File: config.mk
export PLATFORM = sky130hd
export DESIGN_NAME = ewr_rx
export DESIGN_NICKNAME = d
export VERILOG_FILES = /design/src/rtl/ewr_pkg.sv /design/src/rtl/ewr_sync_edge.sv /design/src/rtl/ewr_classify.sv /design/src/rtl/ewr_collect.sv /design/src/rtl/ewr_rx.sv
export SDC_FILE = /design/constraint.sdc
export NUM_CORES = 1
export LEC_CHECK = 0
export ABC_AREA = 1
export BUFFER_PORTS_ARGS = -buffer_cell sky130_fd_sc_hd__buf_2
export CORE_ASPECT_RATIO = 0.7
export CORE_MARGIN = 5
export CORE_UTILIZATION = 57
export CTS_BUF_LIST = sky130_fd_sc_hd__clkbuf_4 sky130_fd_sc_hd__clkbuf_8
export DETAILED_ROUTE_END_ITERATION = 7
export GPL_TIMING_DRIVEN = 0
export PLACE_DENSITY = 0.76
export SKIP_LAST_GASP = 1
export SYNTH_ARGS = -nofsm -noshare
export SYNTH_HDL_FRONTEND = slang
export SYNTH_SLANG_ARGS = --single-unit
File: constraint.sdc
create_clock -name clk -period 8.8 [get_ports clk]
set_clock_uncertainty 0.2 [all_clocks]
set_input_delay 1.76 -clock clk [delete_from_list [all_inputs] [get_ports clk]]
set_output_delay 1.76 -clock clk [all_outputs]
set_load 0.03 [all_outputs]
File: src/rtl/ewr_pkg.sv
package ewr_pkg;

  typedef enum logic [1:0] {
    RATE_16 = 2'b00,
    RATE_24 = 2'b01,
    RATE_32 = 2'b10,
    RATE_64 = 2'b11
  } rate_t;

  typedef enum logic [1:0] {
    ST_IDLE = 2'b00,
    ST_INEN = 2'b01,
    ST_TAIL = 2'b10
  } rx_state_t;

  // Edge counts inside the enable that select each framing / rate
  localparam int EDGES_SHORT = 1;
  localparam int EDGES_16    = 2;
  localparam int EDGES_24    = 3;
  localparam int EDGES_32    = 4;
  localparam int BITS_32     = 4;

endpackage

File: src/rtl/ewr_sync_edge.sv
// Multi-bit two-flop (parameterised) synchroniser with registered edge history.
module ewr_sync_edge #(
  parameter int N      = 3,
  parameter int STAGES = 2
) (
  input  logic         clk,
  input  logic         rst,
  input  logic [N-1:0] async_i,
  output logic [N-1:0] lvl_o,
  output logic [N-1:0] rose_o,
  output logic [N-1:0] fell_o
);

  logic [N-1:0] prev_q;

  for (genvar b = 0; b < N; b++) begin : g_bit
    logic [STAGES-1:0] chain_q;
    always_ff @(posedge clk) begin
      if (rst) chain_q <= '0;
      else     chain_q <= {chain_q[STAGES-2:0], async_i[b]};
    end
    assign lvl_o[b] = chain_q[STAGES-1];
  end

  always_ff @(posedge clk) begin
    if (rst) prev_q <= '0;
    else     prev_q <= lvl_o;
  end

  assign rose_o = lvl_o & ~prev_q;
  assign fell_o = ~lvl_o & prev_q;

endmodule

File: src/rtl/ewr_classify.sv
// Maps the number of falling edges seen inside the enable to mode, rate and bit count.
module ewr_classify
  import ewr_pkg::*;
#(
  parameter int W    = 8,
  parameter int MAXE = 8,
  parameter int CW   = $clog2(MAXE + 2),
  parameter int GW   = $clog2(W + 1)
) (
  input  logic [CW-1:0] edges_i,
  output logic          ok_o,
  output logic          short_o,
  output rate_t         rate_o,
  output logic [GW-1:0] need_o
);

  always_comb begin
    ok_o    = 1'b1;
    short_o = 1'b0;
    rate_o  = RATE_64;
    need_o  = GW'(W);
    if (int'(edges_i) == EDGES_SHORT) begin
      short_o = 1'b1;
      rate_o  = RATE_32;
      need_o  = GW'(BITS_32);
    end else if (int'(edges_i) == EDGES_16) begin
      rate_o = RATE_16;
      need_o = GW'(EDGES_16);
    end else if (int'(edges_i) == EDGES_24) begin
      rate_o = RATE_24;
      need_o = GW'(EDGES_24);
    end else if (int'(edges_i) == EDGES_32) begin
      rate_o = RATE_32;
      need_o = GW'(EDGES_32);
    end else if (int'(edges_i) > EDGES_32 && int'(edges_i) <= MAXE) begin
      rate_o = RATE_64;
      need_o = GW'(W);
    end else begin
      ok_o = 1'b0;
    end
  end

endmodule

File: src/rtl/ewr_collect.sv
// Frame state machine: counts enable width, collects bits, delivers the word.
module ewr_collect
  import ewr_pkg::*;
#(
  parameter int W    = 8,
  parameter int MAXE = 8
) (
  input  logic         clk,
  input  logic         rst,
  input  logic         dclk_fell_i,
  input  logic         en_rose_i,
  input  logic         en_fell_i,
  input  logic         dat_i,
  output logic [W-1:0] word_o,
  output logic [1:0]   rate_o,
  output logic         short_o,
  output logic         valid_o,
  output logic         err_o,
  output logic         suspect_o
);

  localparam int CW  = $clog2(MAXE + 2);
  localparam int GW  = $clog2(W + 1);
  localparam int SAT = MAXE + 1;

  rx_state_t     state_q;
  logic [CW-1:0] cnt_q, cnt_n;
  logic [GW-1:0] got_q, got_n, need_q;
  logic [W-1:0]  sh_q, sh_n;
  rate_t         rate_q;
  logic          shortf_q;
  logic          have_prev_q, prev_short_q;

  logic          c_ok, c_short;
  rate_t         c_rate;
  logic [GW-1:0] c_need;

  logic          fin_go, fin_err, fin_short;
  logic [GW-1:0] fin_need;
  rate_t         fin_rate;
  logic [W-1:0]  fin_word;

  assign cnt_n = (dclk_fell_i && cnt_q != CW'(SAT)) ? cnt_q + 1'b1 : cnt_q;
  assign got_n = dclk_fell_i ? got_q + 1'b1 : got_q;
  assign sh_n  = dclk_fell_i ? {sh_q[W-2:0], dat_i} : sh_q;

  ewr_classify #(.W(W), .MAXE(MAXE), .CW(CW), .GW(GW)) u_cls (
    .edges_i (cnt_n),
    .ok_o    (c_ok),
    .short_o (c_short),
    .rate_o  (c_rate),
    .need_o  (c_need)
  );

  // Completion / drop decision for this cycle
  always_comb begin
    fin_go    = 1'b0;
    fin_err   = 1'b0;
    fin_need  = need_q;
    fin_rate  = rate_q;
    fin_short = shortf_q;
    if (en_rose_i) begin
      fin_err = (state_q == ST_TAIL);
    end else begin
      unique case (state_q)
        ST_INEN: begin
          if (en_fell_i) begin
            if (!c_ok) begin
              fin_err = 1'b1;
            end else if (!c_short && got_n == c_need) begin
              fin_go    = 1'b1;
              fin_need  = c_need;
              fin_rate  = c_rate;
              fin_short = 1'b0;
            end
          end
        end
        ST_TAIL: begin
          if (dclk_fell_i && got_n == need_q) fin_go = 1'b1;
        end
        default: ;
      endcase
    end
    fin_word = sh_n << (W - int'(fin_need));
  end

  // Frame state machine
  always_ff @(posedge clk) begin
    if (rst) begin
      state_q  <= ST_IDLE;
      cnt_q    <= '0;
      got_q    <= '0;
      sh_q     <= '0;
      need_q   <= '0;
      rate_q   <= RATE_16;
      shortf_q <= 1'b0;
    end else if (en_rose_i) begin
      state_q <= ST_INEN;
      cnt_q   <= '0;
      got_q   <= '0;
      sh_q    <= '0;
    end else begin
      unique case (state_q)
        ST_INEN: begin
          cnt_q <= cnt_n;
          got_q <= got_n;
          sh_q  <= sh_n;
          if (en_fell_i) begin
            need_q   <= c_need;
            rate_q   <= c_rate;
            shortf_q <= c_short;
            if (!c_ok || fin_go) begin
              state_q <= ST_IDLE;
            end else begin
              state_q <= ST_TAIL;
              if (c_short) begin
                got_q <= '0;
                sh_q  <= '0;
              end
            end
          end
        end
        ST_TAIL: begin
          got_q <= got_n;
          sh_q  <= sh_n;
          if (fin_go) state_q <= ST_IDLE;
        end
        default: state_q <= ST_IDLE;
      endcase
    end
  end

  // Registered outputs
  always_ff @(posedge clk) begin
    if (rst) begin
      word_o       <= '0;
      rate_o       <= '0;
      short_o      <= 1'b0;
      valid_o      <= 1'b0;
      err_o        <= 1'b0;
      suspect_o    <= 1'b0;
      have_prev_q  <= 1'b0;
      prev_short_q <= 1'b0;
    end else begin
      valid_o   <= fin_go;
      err_o     <= fin_err;
      suspect_o <= fin_go && have_prev_q && (prev_short_q != fin_short);
      if (fin_go) begin
        word_o       <= fin_word;
        rate_o       <= fin_rate;
        short_o      <= fin_short;
        have_prev_q  <= 1'b1;
        prev_short_q <= fin_short;
      end
    end
  end

endmodule

File: src/rtl/ewr_rx.sv
module ewr_rx #(
  parameter int W           = 8,
  parameter int MAXE        = 8,
  parameter int SYNC_STAGES = 2
) (
  input  logic         clk,
  input  logic         rst,
  input  logic         ser_clk_i,
  input  logic         frame_en_i,
  input  logic         ser_dat_i,
  output logic [W-1:0] word_o,
  output logic [1:0]   rate_o,
  output logic         short_o,
  output logic         valid_o,
  output logic         err_o,
  output logic         suspect_o
);

  localparam int NPIN  = 3;
  localparam int P_CLK = 0;
  localparam int P_EN  = 1;
  localparam int P_DAT = 2;

  logic [NPIN-1:0] pin_lvl, pin_rose, pin_fell;

  ewr_sync_edge #(.N(NPIN), .STAGES(SYNC_STAGES)) u_sync (
    .clk     (clk),
    .rst     (rst),
    .async_i ({ser_dat_i, frame_en_i, ser_clk_i}),
    .lvl_o   (pin_lvl),
    .rose_o  (pin_rose),
    .fell_o  (pin_fell)
  );

  ewr_collect #(.W(W), .MAXE(MAXE)) u_col (
    .clk         (clk),
    .rst         (rst),
    .dclk_fell_i (pin_fell[P_CLK]),
    .en_rose_i   (pin_rose[P_EN]),
    .en_fell_i   (pin_fell[P_EN]),
    .dat_i       (pin_lvl[P_DAT]),
    .word_o      (word_o),
    .rate_o      (rate_o),
    .short_o     (short_o),
    .valid_o     (valid_o),
    .err_o       (err_o),
    .suspect_o   (suspect_o)
  );

endmodule

Yosys cells after proc, flatten, opt, wreduce, memory -nomap -nowiden
Cells that the tools add are included.
- register bits: 48
- bits of input ports: 5
- output and inout port bits: 14
- word-level logic and storage cells: 113
- $add $sub $neg: 3
- order comparisons: 2
- equal/unequal tests: 14
- shift-type cells: 1
- muxes and demuxes: 55
- bitwise logic cells: 5
- reduce and logical (&&, ||, !) cells: 14
- operators with widths (operator ; number):
    2-to-1 mux 4 bit ; 14
    2-to-1 mux 8 bit ; 4
    << shifter 8 x 32 -> 8 bit ; 1
    2-to-1 mux 1 bit ; 22
    2-to-1 mux 2 bit ; 11
    one-hot mux 8 bit (2 select lines) ; 1
    adder 4 x 1 -> 4 bit, second input constant ; 2
    == test 4 x 3 -> 1 bit, second input constant ; 2
    == test 4 bit ; 2
    one-hot mux 4 bit (2 select lines) ; 1
    logical AND 1 bit ; 6
    subtractor 4 x 4 -> 5 bit, first input constant ; 1
    bitwise AND 2 bit ; 2
    == test 4 x 2 -> 1 bit, second input constant ; 1
    == test 4 bit, second input constant ; 1
    greater-than comparator 4 x 3 -> 1 bit, second input constant ; 1
    <= comparator 4 bit, second input constant ; 1
    != test 4 bit, second input constant ; 1
    NOT 2 bit ; 2
    one-hot mux 2 bit (2 select lines) ; 1
    AND reduction 2 bit ; 2
    != test 3 x 2 -> 1 bit, second input constant ; 1
    != test 3 bit, second input constant ; 1
    AND reduction 3 bit ; 1
    other kinds (11) ; 12

Depth between registers and ports, before layout
Gate-level depths: netlist of the first run.
- word-level depth: 21
- gate-level depth with buffers: 27
- mapped depth without buffers: 26

Hierarchy
Synthesis of the first run repeated with hierarchy kept, for this count alone.
- cell total of the unflattened synthesis: 431
- area, all modules: 2890.3 um^2
- by module, submodules not included (module ; instances ; cells an instance ; area an instance (um^2) ; seq. area each (um^2)):
    ewr_collect ; 1 ; 370 ; 2484.9 ; 800.8
    ewr_sync_edge ; 1 ; 40 ; 315.3 ; 180.2
    ewr_classify ; 1 ; 21 ; 90.1 ; 0.0

Least setup slack after synthesis of the first run
OpenSTA, ideal clock, no wires.
- path kind: reg-to-reg
- from: reg u_col.cnt_q[1]
- to: reg u_col.word_o[7]
- setup time: 128 ps
- data arrival time: 2890 ps
- required time: 8472 ps
- path slack: 5582 ps
- stages on the path, launching flop included: 25
- buffers on the path: 0
- clock period less this slack: 3218 ps
- cell sequence: dfxtp_1 > inv_1 > ha_1 > nand3_4 > nand2_4 > nand2_2 > nand2_4 > inv_2 > nand2_2 > nor2_2 > nor2_1 > nor2_1 > nand2_1 > nor2_2 > nand3_1 > nand2_4 > inv_1 > ha_1 > clkinv_1 > nand3_1 > nand2_1 > nand2_1 > nand2_1 > nor2_1 > nor2_1
- word-level cells in the longest chain between the ends: 17
- elaborated cells on any way between the ends: 36
- classes of those cells: add/sub: 2; order compare: 2; eq/ne: 6; shift: 1; mux: 21; reduce/logical: 4
- ends and longest elaborated chain (what ; RTL line ; RTL):
    from (decl) ; ewr_collect.sv:27 ; logic [CW-1:0] cnt_q, cnt_n;
    from (signal assigned) ; ewr_collect.sv:105 ; cnt_q <= cnt_n;
    branches (longest 2 deep; another with adder 4 x 1 -> 4 bit) ; n/a ;
    2-to-1 mux 4 bit * ; ewr_collect.sv:43 ; assign cnt_n = (dclk_fell_i && cnt_q != CW'(SAT)) ? cnt_q + 1'b1 : cnt_q;
    == test 4 bit ; ewr_classify.sv:32 ; end else if (int'(edges_i) == EDGES_32) begin
    2-to-1 mux 4 bit ; ewr_classify.sv:32 ;
    2-to-1 mux 4 bit ; ewr_classify.sv:29 ; end else if (int'(edges_i) == EDGES_24) begin
    2-to-1 mux 4 bit ; ewr_classify.sv:26 ; end else if (int'(edges_i) == EDGES_16) begin
    2-to-1 mux 4 bit ; ewr_classify.sv:22 ; if (int'(edges_i) == EDGES_SHORT) begin
    == test 4 bit ; ewr_collect.sv:70 ; end else if (!c_short && got_n == c_need) begin
    logical AND 1 bit ; ewr_collect.sv:70 ;
    2-to-1 mux 4 bit ; ewr_collect.sv:70 ;
    2-to-1 mux 4 bit ; ewr_collect.sv:68 ; if (!c_ok) begin
    2-to-1 mux 4 bit ; ewr_collect.sv:67 ; if (en_fell_i) begin
    2-to-1 mux 4 bit ; ewr_collect.sv:65 ; unique case (state_q)
    2-to-1 mux 4 bit ; ewr_collect.sv:62 ; if (en_rose_i) begin
    subtractor 4 x 4 -> 5 bit ; ewr_collect.sv:84 ; fin_word = sh_n << (W - int'(fin_need));
    << shifter 8 x 32 -> 8 bit ; ewr_collect.sv:84 ;
    to (signal assigned) ; ewr_collect.sv:149 ; word_o <= fin_word;
    to (decl) ; ewr_collect.sv:14 ; output logic [W-1:0] word_o,
Mark *: on every way between the ends.
A chain may end at the register's enable or synchronous reset.

Worst setup path in the final report of the first run
Same ends and word-level chain as after synthesis.

==> results.json, run 1 <==
{
  "finalHoldViolations": 0,
  "io_buffers": 17,
  "cp_num_buf_inv": 3,
  "root_buffer": "clkbuf_8",
  "synth-simple-area-share_pct": 40.3,
  "power_density_mw_per_mm2": 120,
  "fin_ws_ns": 4.99,
  "min_period_ns": 3.81,
  "wl_per_cell_um": 13.0,
  "clock_sinks": 48,
  "antenna_left": 0,
  "synth_top_area_share_pct": 31.7,
  "clock_latency_ns": 0.31,
  "boundaryPins": 19,
  "timing.rr.start": "u_col.cnt_q[1]",
  "grt_max_degree": 15,
  "slew_headroom_pct": 59.9,
  "syn_area_per_cell_sq_um": 6.88,
  "place_inst": 530,
  "synth_top_family_by_area": "simple AND/OR/NAND/NOR gates",
  "synth_compound_area_share_pct": 12.1,
  "antenna-diode-count": 0,
  "fp-row-count": 22,
  "syn2layout_area_growth_pct": 8.79,
  "p_sw_share_pct": 26.2,
  "rsz0062_at_grt": "no",
  "final_common_cell": "nand2_1",
  "setup.worst_path.start": "u_col.cnt_q[1]",
  "cts-resized-gates": 0,
  "overflow": 0,
  "layout-drive-gt1-share_pct": 18.3,
  "arrival_ns": 3.78,
  "end_kind": "register",
  "hpwl_um": 5320,
  "critPathMaxStageDelay_ns": 0.44,
  "holdWs_ns": 0.206,
  "crit_family": "simple AND/OR/NAND/NOR gates",
  "syn_area_sq_mm": 0.00303,
  "final_nets": 479,
  "p_int_uw": 293,
  "fin_area_sq_mm": 0.00330,
  "layout_worst_path_cycle_share_pct": 43.3,
  "num_vias": 2876,
  "power.share.sequential_pct": 55.7,
  "fp.coreArea_sq_mm": 0.00520,
  "cts_buffer_depth": 2,
  "path_cells": "inv_1 -> ha_1 -> nand3_4 -> nand2_4 -> nand2_1 -> nand2_1 -> nor2_4 -> nand2_1 -> nand2_1 -> nand2_2 -> nor2_1 -> nand2_1 -> nor2_2 -> nand3_1 -> nand2_4 -> inv_1 -> ha_1 -> clkinv_1 -> nand3_1 -> nand2_1 -> nand2_1 -> nand2_1 -> nor2_1 -> nor2_1",
  "dpl_cell_area_sq_mm": 0.00321,
  "dr.first_iter.drc_count": 252,
  "synth_warnings": 0,
  "grt_antenna_before_repair": 0,
  "hp-class": "register to register",
  "synthTopCellsByArea": "dfxtp_1 (32%), nand2_1 (12%), nand3_1 (8.1%)",
  "muxShareOfSynthArea_pct": 0.660,
  "met1_usage_pct": 30.2,
  "switchingPower_uw": 104,
  "worst-setup-path-type": "register to register",
  "syn_nets": 455,
  "leakagePower_nw": 1.47,
  "synth_fa_ha_area_share_pct": 3.71,
  "postCtsSetupBuffers": 0,
  "pre_cts_slack_ns": 5.12,
  "synth_seq_cells": 48,
  "start_kind": "register",
  "synth_xor_area_share_pct": 1.98,
  "totalWireLength_um": 6980,
  "drt_first_pass_iters": 5,
  "die_width_um": 97.2,
  "initial_utilization_pct": 58.3,
  "cts_tree": "built",
  "die_height_um": 71.0,
  "ys_seq_area_share_pct": 31.7,
  "finalSetupViolCount": 0,
  "grt_usage_pct": 20.7,
  "power_frac_comb_pct": 9.1,
  "yosysTopAreaCell": "dfxtp_1",
  "maxSlewViolCount": 0,
  "grtUsageMet2_pct": 31.7,
  "post-route-drc-count": 0,
  "fin_tns_setup_ns": 0,
  "worstHoldStart": "u_sync.g_bit[0].chain_q[0]",
  "grt_first_pass_wirelength_um": 11900,
  "vias_per_cell": 5.36,
  "drv_cap": 0,
  "grt_pass1_vias": 2615,
  "worst-path-max-fanout": 9,
  "worstPathRequired_ns": 8.77,
  "status": "completed",
  "clk_transition_reported_paths_ns": 0.09,
  "crit_top_cell": "nand2_1",
  "mostFrequentLayoutCells": "nand2_1 (94), inv_1 (52), nand3_1 (49)",
  "grt-busiest-layer": "met2",
  "worst-slew-pin-transition_ns": 0.602,
  "slowest_stage": "dfxtp_1",
  "postLayoutCoreUtil_pct": 63.4,
  "power_uw": 397,
  "place_congestion": 0.937,
  "fmax_mhz": 263,
  "met3_usage_pct": 4.14,
  "synth_cell_types": 39,
  "cts.htree.levels": 2,
  "netlist_instances": 441,
  "dieArea_sq_mm": 0.00690,
  "ir_drop_v": 0.0000923,
  "power.clock.fraction_pct": 35.2,
  "fin_cells": 537,
  "numCtsBuffers": 5,
  "ctsHoldBuffers": 0
}
[state kept, by name (all words and copies together), names as in the netlist]
register,count
u_col.got_q,4
u_sync.prev_q,2
u_col.sh_q,8
u_col.valid_o,1
u_col.need_q,4
u_col.cnt_q,4
u_col.short_o,1
u_col.suspect_o,1
u_col.shortf_q,1
u_col.state_q,2
u_col.have_prev_q,1
u_col.err_o,1
u_col.rate_q,2
u_col.rate_o,2
u_sync.g_bit.chain_q,6
u_col.word_o,8
[synth_stat cells (all sizes together)]
cell	number
buf	4
a211oi	1
clkinv	1
xnor2	2
mux2i	2
nand4	8
nand2	117
inv	59
dfxtp	48
clkbuf	8
or2	6
ha	9
nor3	4
or4	1
xor2	4
nand3b	2
nor4	3
a21oi	38
nor2	41
a31oi	1
nand3	56
o21ai	23
o22ai	1
o31ai	2
[final timing paths]
path                            slack (ns)  depth (start not counted)                    endpoint
worst max-delay path                  4.99                         24             u_col.word_o[7]
worst min-delay path                  0.21                          2  u_sync.g_bit[0].chain_q[1]
worst min register to register        0.21                          2  u_sync.g_bit[0].chain_q[1]
worst max register to register        4.99                         24             u_col.word_o[7]
[layout make-up]
| class | count | area, sq um |
|---|---|---|
| Fill cell | 479 | 1900 |
| Multi-Input combinational cell | 321 | 1780 |
| Sequential cell | 48 | 961 |
| Inverter | 60 | 225 |
| Tap cell | 72 | 90.1 |
| Timing Repair Buffer | 17 | 85.1 |
| Clock buffer | 6 | 82.6 |
| Buffer | 12 | 65.1 |
| Clock inverter | 1 | 8.76 |
[power groups by stage]
stage          clock, mW  combinational (mW)  sequential [mW]
6_report           0.140              0.0362            0.221
4_1_cts            0.142              0.0359            0.221
5_1_grt            0.151              0.0404            0.222
2_1_floorplan          0              0.0278            0.226
3_5_place_dp           0              0.0356            0.226
3_3_place_gp           0              0.0349            0.226
[worst min-delay path, delay by kind of cell (launching register included)]
family / cells / cell delay [ns]
buffers and inverters: 1 / 0.04
flip-flops: 1 / 0.30
AND/OR/NAND/NOR: 1 / 0.03
[kinds of logic after synthesis]
family | count (synthesis)
AOI/OAI and AO/OA | 66
and+or+nand+nor | 238
muxes | 2
xor gates and xnor gates | 6
buffers and inverters | 72
DFF | 48
adders and majority gates | 9
[per-layer routing]
metal | part of all wire, % | vias up
met4 | 1.2 | 0
li1 | - | 1476
met3 | 7.1 | 14
met5 | 0 | -
met2 | 42 | 106
met1 | 50 | 1280
(Power assumes the default switching activity.)
==> inputs of run 2 (changes only) <==
--- a/config.mk
+++ b/config.mk
@@ -13,7 +13,7 @@
 export CTS_BUF_LIST = sky130_fd_sc_hd__clkbuf_4 sky130_fd_sc_hd__clkbuf_8
 export DETAILED_ROUTE_END_ITERATION = 7
 export GPL_TIMING_DRIVEN = 0
-export PLACE_DENSITY = 0.76
+export PLACE_DENSITY = 0.79
 export SKIP_LAST_GASP = 1
 export SYNTH_ARGS = -nofsm -noshare
 export SYNTH_HDL_FRONTEND = slang
==> constraint.sdc (replaced) <==
create_clock -name clk -period 3.2 [get_ports clk]
set_clock_uncertainty 0.2 [all_clocks]
set_input_delay 0.64 -clock clk [delete_from_list [all_inputs] [get_ports clk]]
set_output_delay 0.64 -clock clk [all_outputs]
set_load 0.03 [all_outputs]
==> results.json, run 2 (same netlist as run 1, synthesis figures left out) <==
{
  "antenna-diode-count": 0,
  "initial_utilization_pct": 58.3,
  "worstPathRequired_ns": 3.24,
  "totalWireLength_um": 7990,
  "pre_cts_slack_ns": -0.360,
  "layout_worst_path_cycle_share_pct": 98.1,
  "cts_tree": "built",
  "boundaryPins": 19,
  "clock_sinks": 48,
  "grt-busiest-layer": "met2",
  "end_kind": "register",
  "grtUsageMet2_pct": 33.0,
  "fin_ws_ns": 0.0620,
  "die_width_um": 97.2,
  "grt_max_degree": 15,
  "syn2layout_area_growth_pct": 24.1,
  "grt_usage_pct": 21.9,
  "vias_per_cell": 5.45,
  "grt_antenna_before_repair": 0,
  "reg_top3": "u_col.sh_q (8), u_col.word_o (8), u_sync.g_bit.chain_q (6)",
  "overflow": 0,
  "cts.htree.levels": 2,
  "maxSlewViolCount": 0,
  "min_period_ns": 3.14,
  "postLayoutCoreUtil_pct": 72.3,
  "mostFrequentLayoutCells": "nand2_1 (78), inv_1 (49), dfxtp_1 (44)",
  "finalSetupViolCount": 0,
  "antenna_left": 0,
  "met1_usage_pct": 32.0,
  "grt_first_pass_wirelength_um": 12400,
  "layout-drive-gt1-share_pct": 31.3,
  "drt_first_pass_iters": 5,
  "dr.first_iter.drc_count": 357,
  "clock_latency_ns": 0.30,
  "fp.coreArea_sq_mm": 0.00520,
  "holdWs_ns": 0.204,
  "root_buffer": "clkbuf_8",
  "status": "completed",
  "final_common_cell": "nand2_1",
  "grt_pass1_vias": 2616,
  "power_mw": 1.12,
  "worst-setup-path-type": "register to register",
  "fmax_mhz": 319,
  "start_kind": "register",
  "num_vias": 3074,
  "leakagePower_nw": 1.67,
  "fp-row-count": 22,
  "slew_headroom_pct": 55.8,
  "wl_per_cell_um": 14.2,
  "arrival_ns": 3.18,
  "final_nets": 505,
  "fillers": 377,
  "drv_cap": 0,
  "hpwl_um": 5370,
  "place_congestion": 0.934,
  "finalHoldViolations": 0,
  "worst-slew-pin-transition_ns": 0.663,
  "clk_transition_reported_paths_ns": 0.09,
  "met3_usage_pct": 4.63,
  "cts_buffer_depth": 2,
  "post-route-drc-count": 0,
  "power_density_mw_per_mm2": 298,
  "rsz0062_at_grt": "yes",
  "ir_drop_v": 0.000238,
  "numCtsBuffers": 5,
  "worst-path-max-fanout": 7,
  "dieArea_sq_mm": 0.00690,
  "io_buffers": 17,
  "hp-class": "register to register",
  "die_height_um": 71.0
}
## run 2: cell count changes in the layout (fill, tap and decap cells not counted), moves of 3 or more
cell,change
buf_4,+24
inv_4,+3
nand2_2,+7
nand2_4,+7
nand3_2,+7
dfxtp_1,-4
nand3_1,-8
nand2_1,-16
inv_1,-3
nor2_1,-3
## run 2: routing by layer
layer	vias to the layer above	part of all wire [%]
li1	1534	-
met1	1399	47
met2	126	44
met3	15	8.2
met4	0	1.5
met5	-	0
## run 2: critical path: stages, from the launching register on
cell and delay [ns]:
dfxtp_4 0.38, inv_4 0.04, ha_4 0.15, nand3_4 0.12
nand2_8 0.09, nand2_4 0.10, nand2_8 0.07, nor2_4 0.16
nand3_4 0.11, nand2_1 0.07, nand3_1 0.11, nor2_2 0.19
nand3_4 0.12, nand2_2 0.08, nand2_2 0.07, inv_2 0.08
ha_4 0.18, nand2_4 0.06, nand2_4 0.09, buf_6 0.13
nand4_2 0.10, nand3_2 0.11, nand3_2 0.09, a21oi_2 0.15
## run 2: power by group
part           leakage [nW]  internal, mW  switching [mW]  total [mW]
logic                  1.23        0.0446          0.0823       0.127
clock network        0.0479         0.184           0.202       0.387
registers             0.391         0.602         0.00527       0.608
total                  1.67         0.831           0.290        1.12
## run 2: path summary, 6_finish.rpt
path                                    from                    endpoint  slack [ns]  cells past startpoint
setup / recovery              u_col.cnt_q[1]             u_col.word_o[6]        0.06                     23
hold / removal    u_sync.g_bit[1].chain_q[0]  u_sync.g_bit[1].chain_q[1]        0.20                      2
setup reg to reg              u_col.cnt_q[1]             u_col.word_o[6]        0.06                     23
hold reg to reg   u_sync.g_bit[1].chain_q[0]  u_sync.g_bit[1].chain_q[1]        0.20                      2
## run 2: area by class of cell
cell class | instances | area, sq um | area share (%)
Sequential cell | 48 | 971 | 25.8
Clock buffer | 7 | 90.1 | 2.39
Buffer | 12 | 68.8 | 1.83
Inverter | 60 | 233 | 6.19
Timing Repair Buffer | 43 | 284 | 7.55
Multi-Input combinational cell | 321 | 2020 | 53.6
Tap cell | 72 | 90.1 | 2.39
Clock inverter | 1 | 7.51 | 0.200
## run 2: through the flow
stage,setup TNS (ns),instance area [sq um],cells
after floorplan,0,3030,441
final,0,3760,564
after global routing,-0.507,3760,564
after detailed placement,-2.20,3210,530
after CTS,0,3400,543
after global placement,-1.77,3210,530
## run 2: timing repair
action,4_1_cts,5_1_grt
cloned,0,1
setup endpoints to repair,10,11
hold buffers,0,0
setup buffers,5,20
pin swaps,10,33
gates resized for setup,14,53
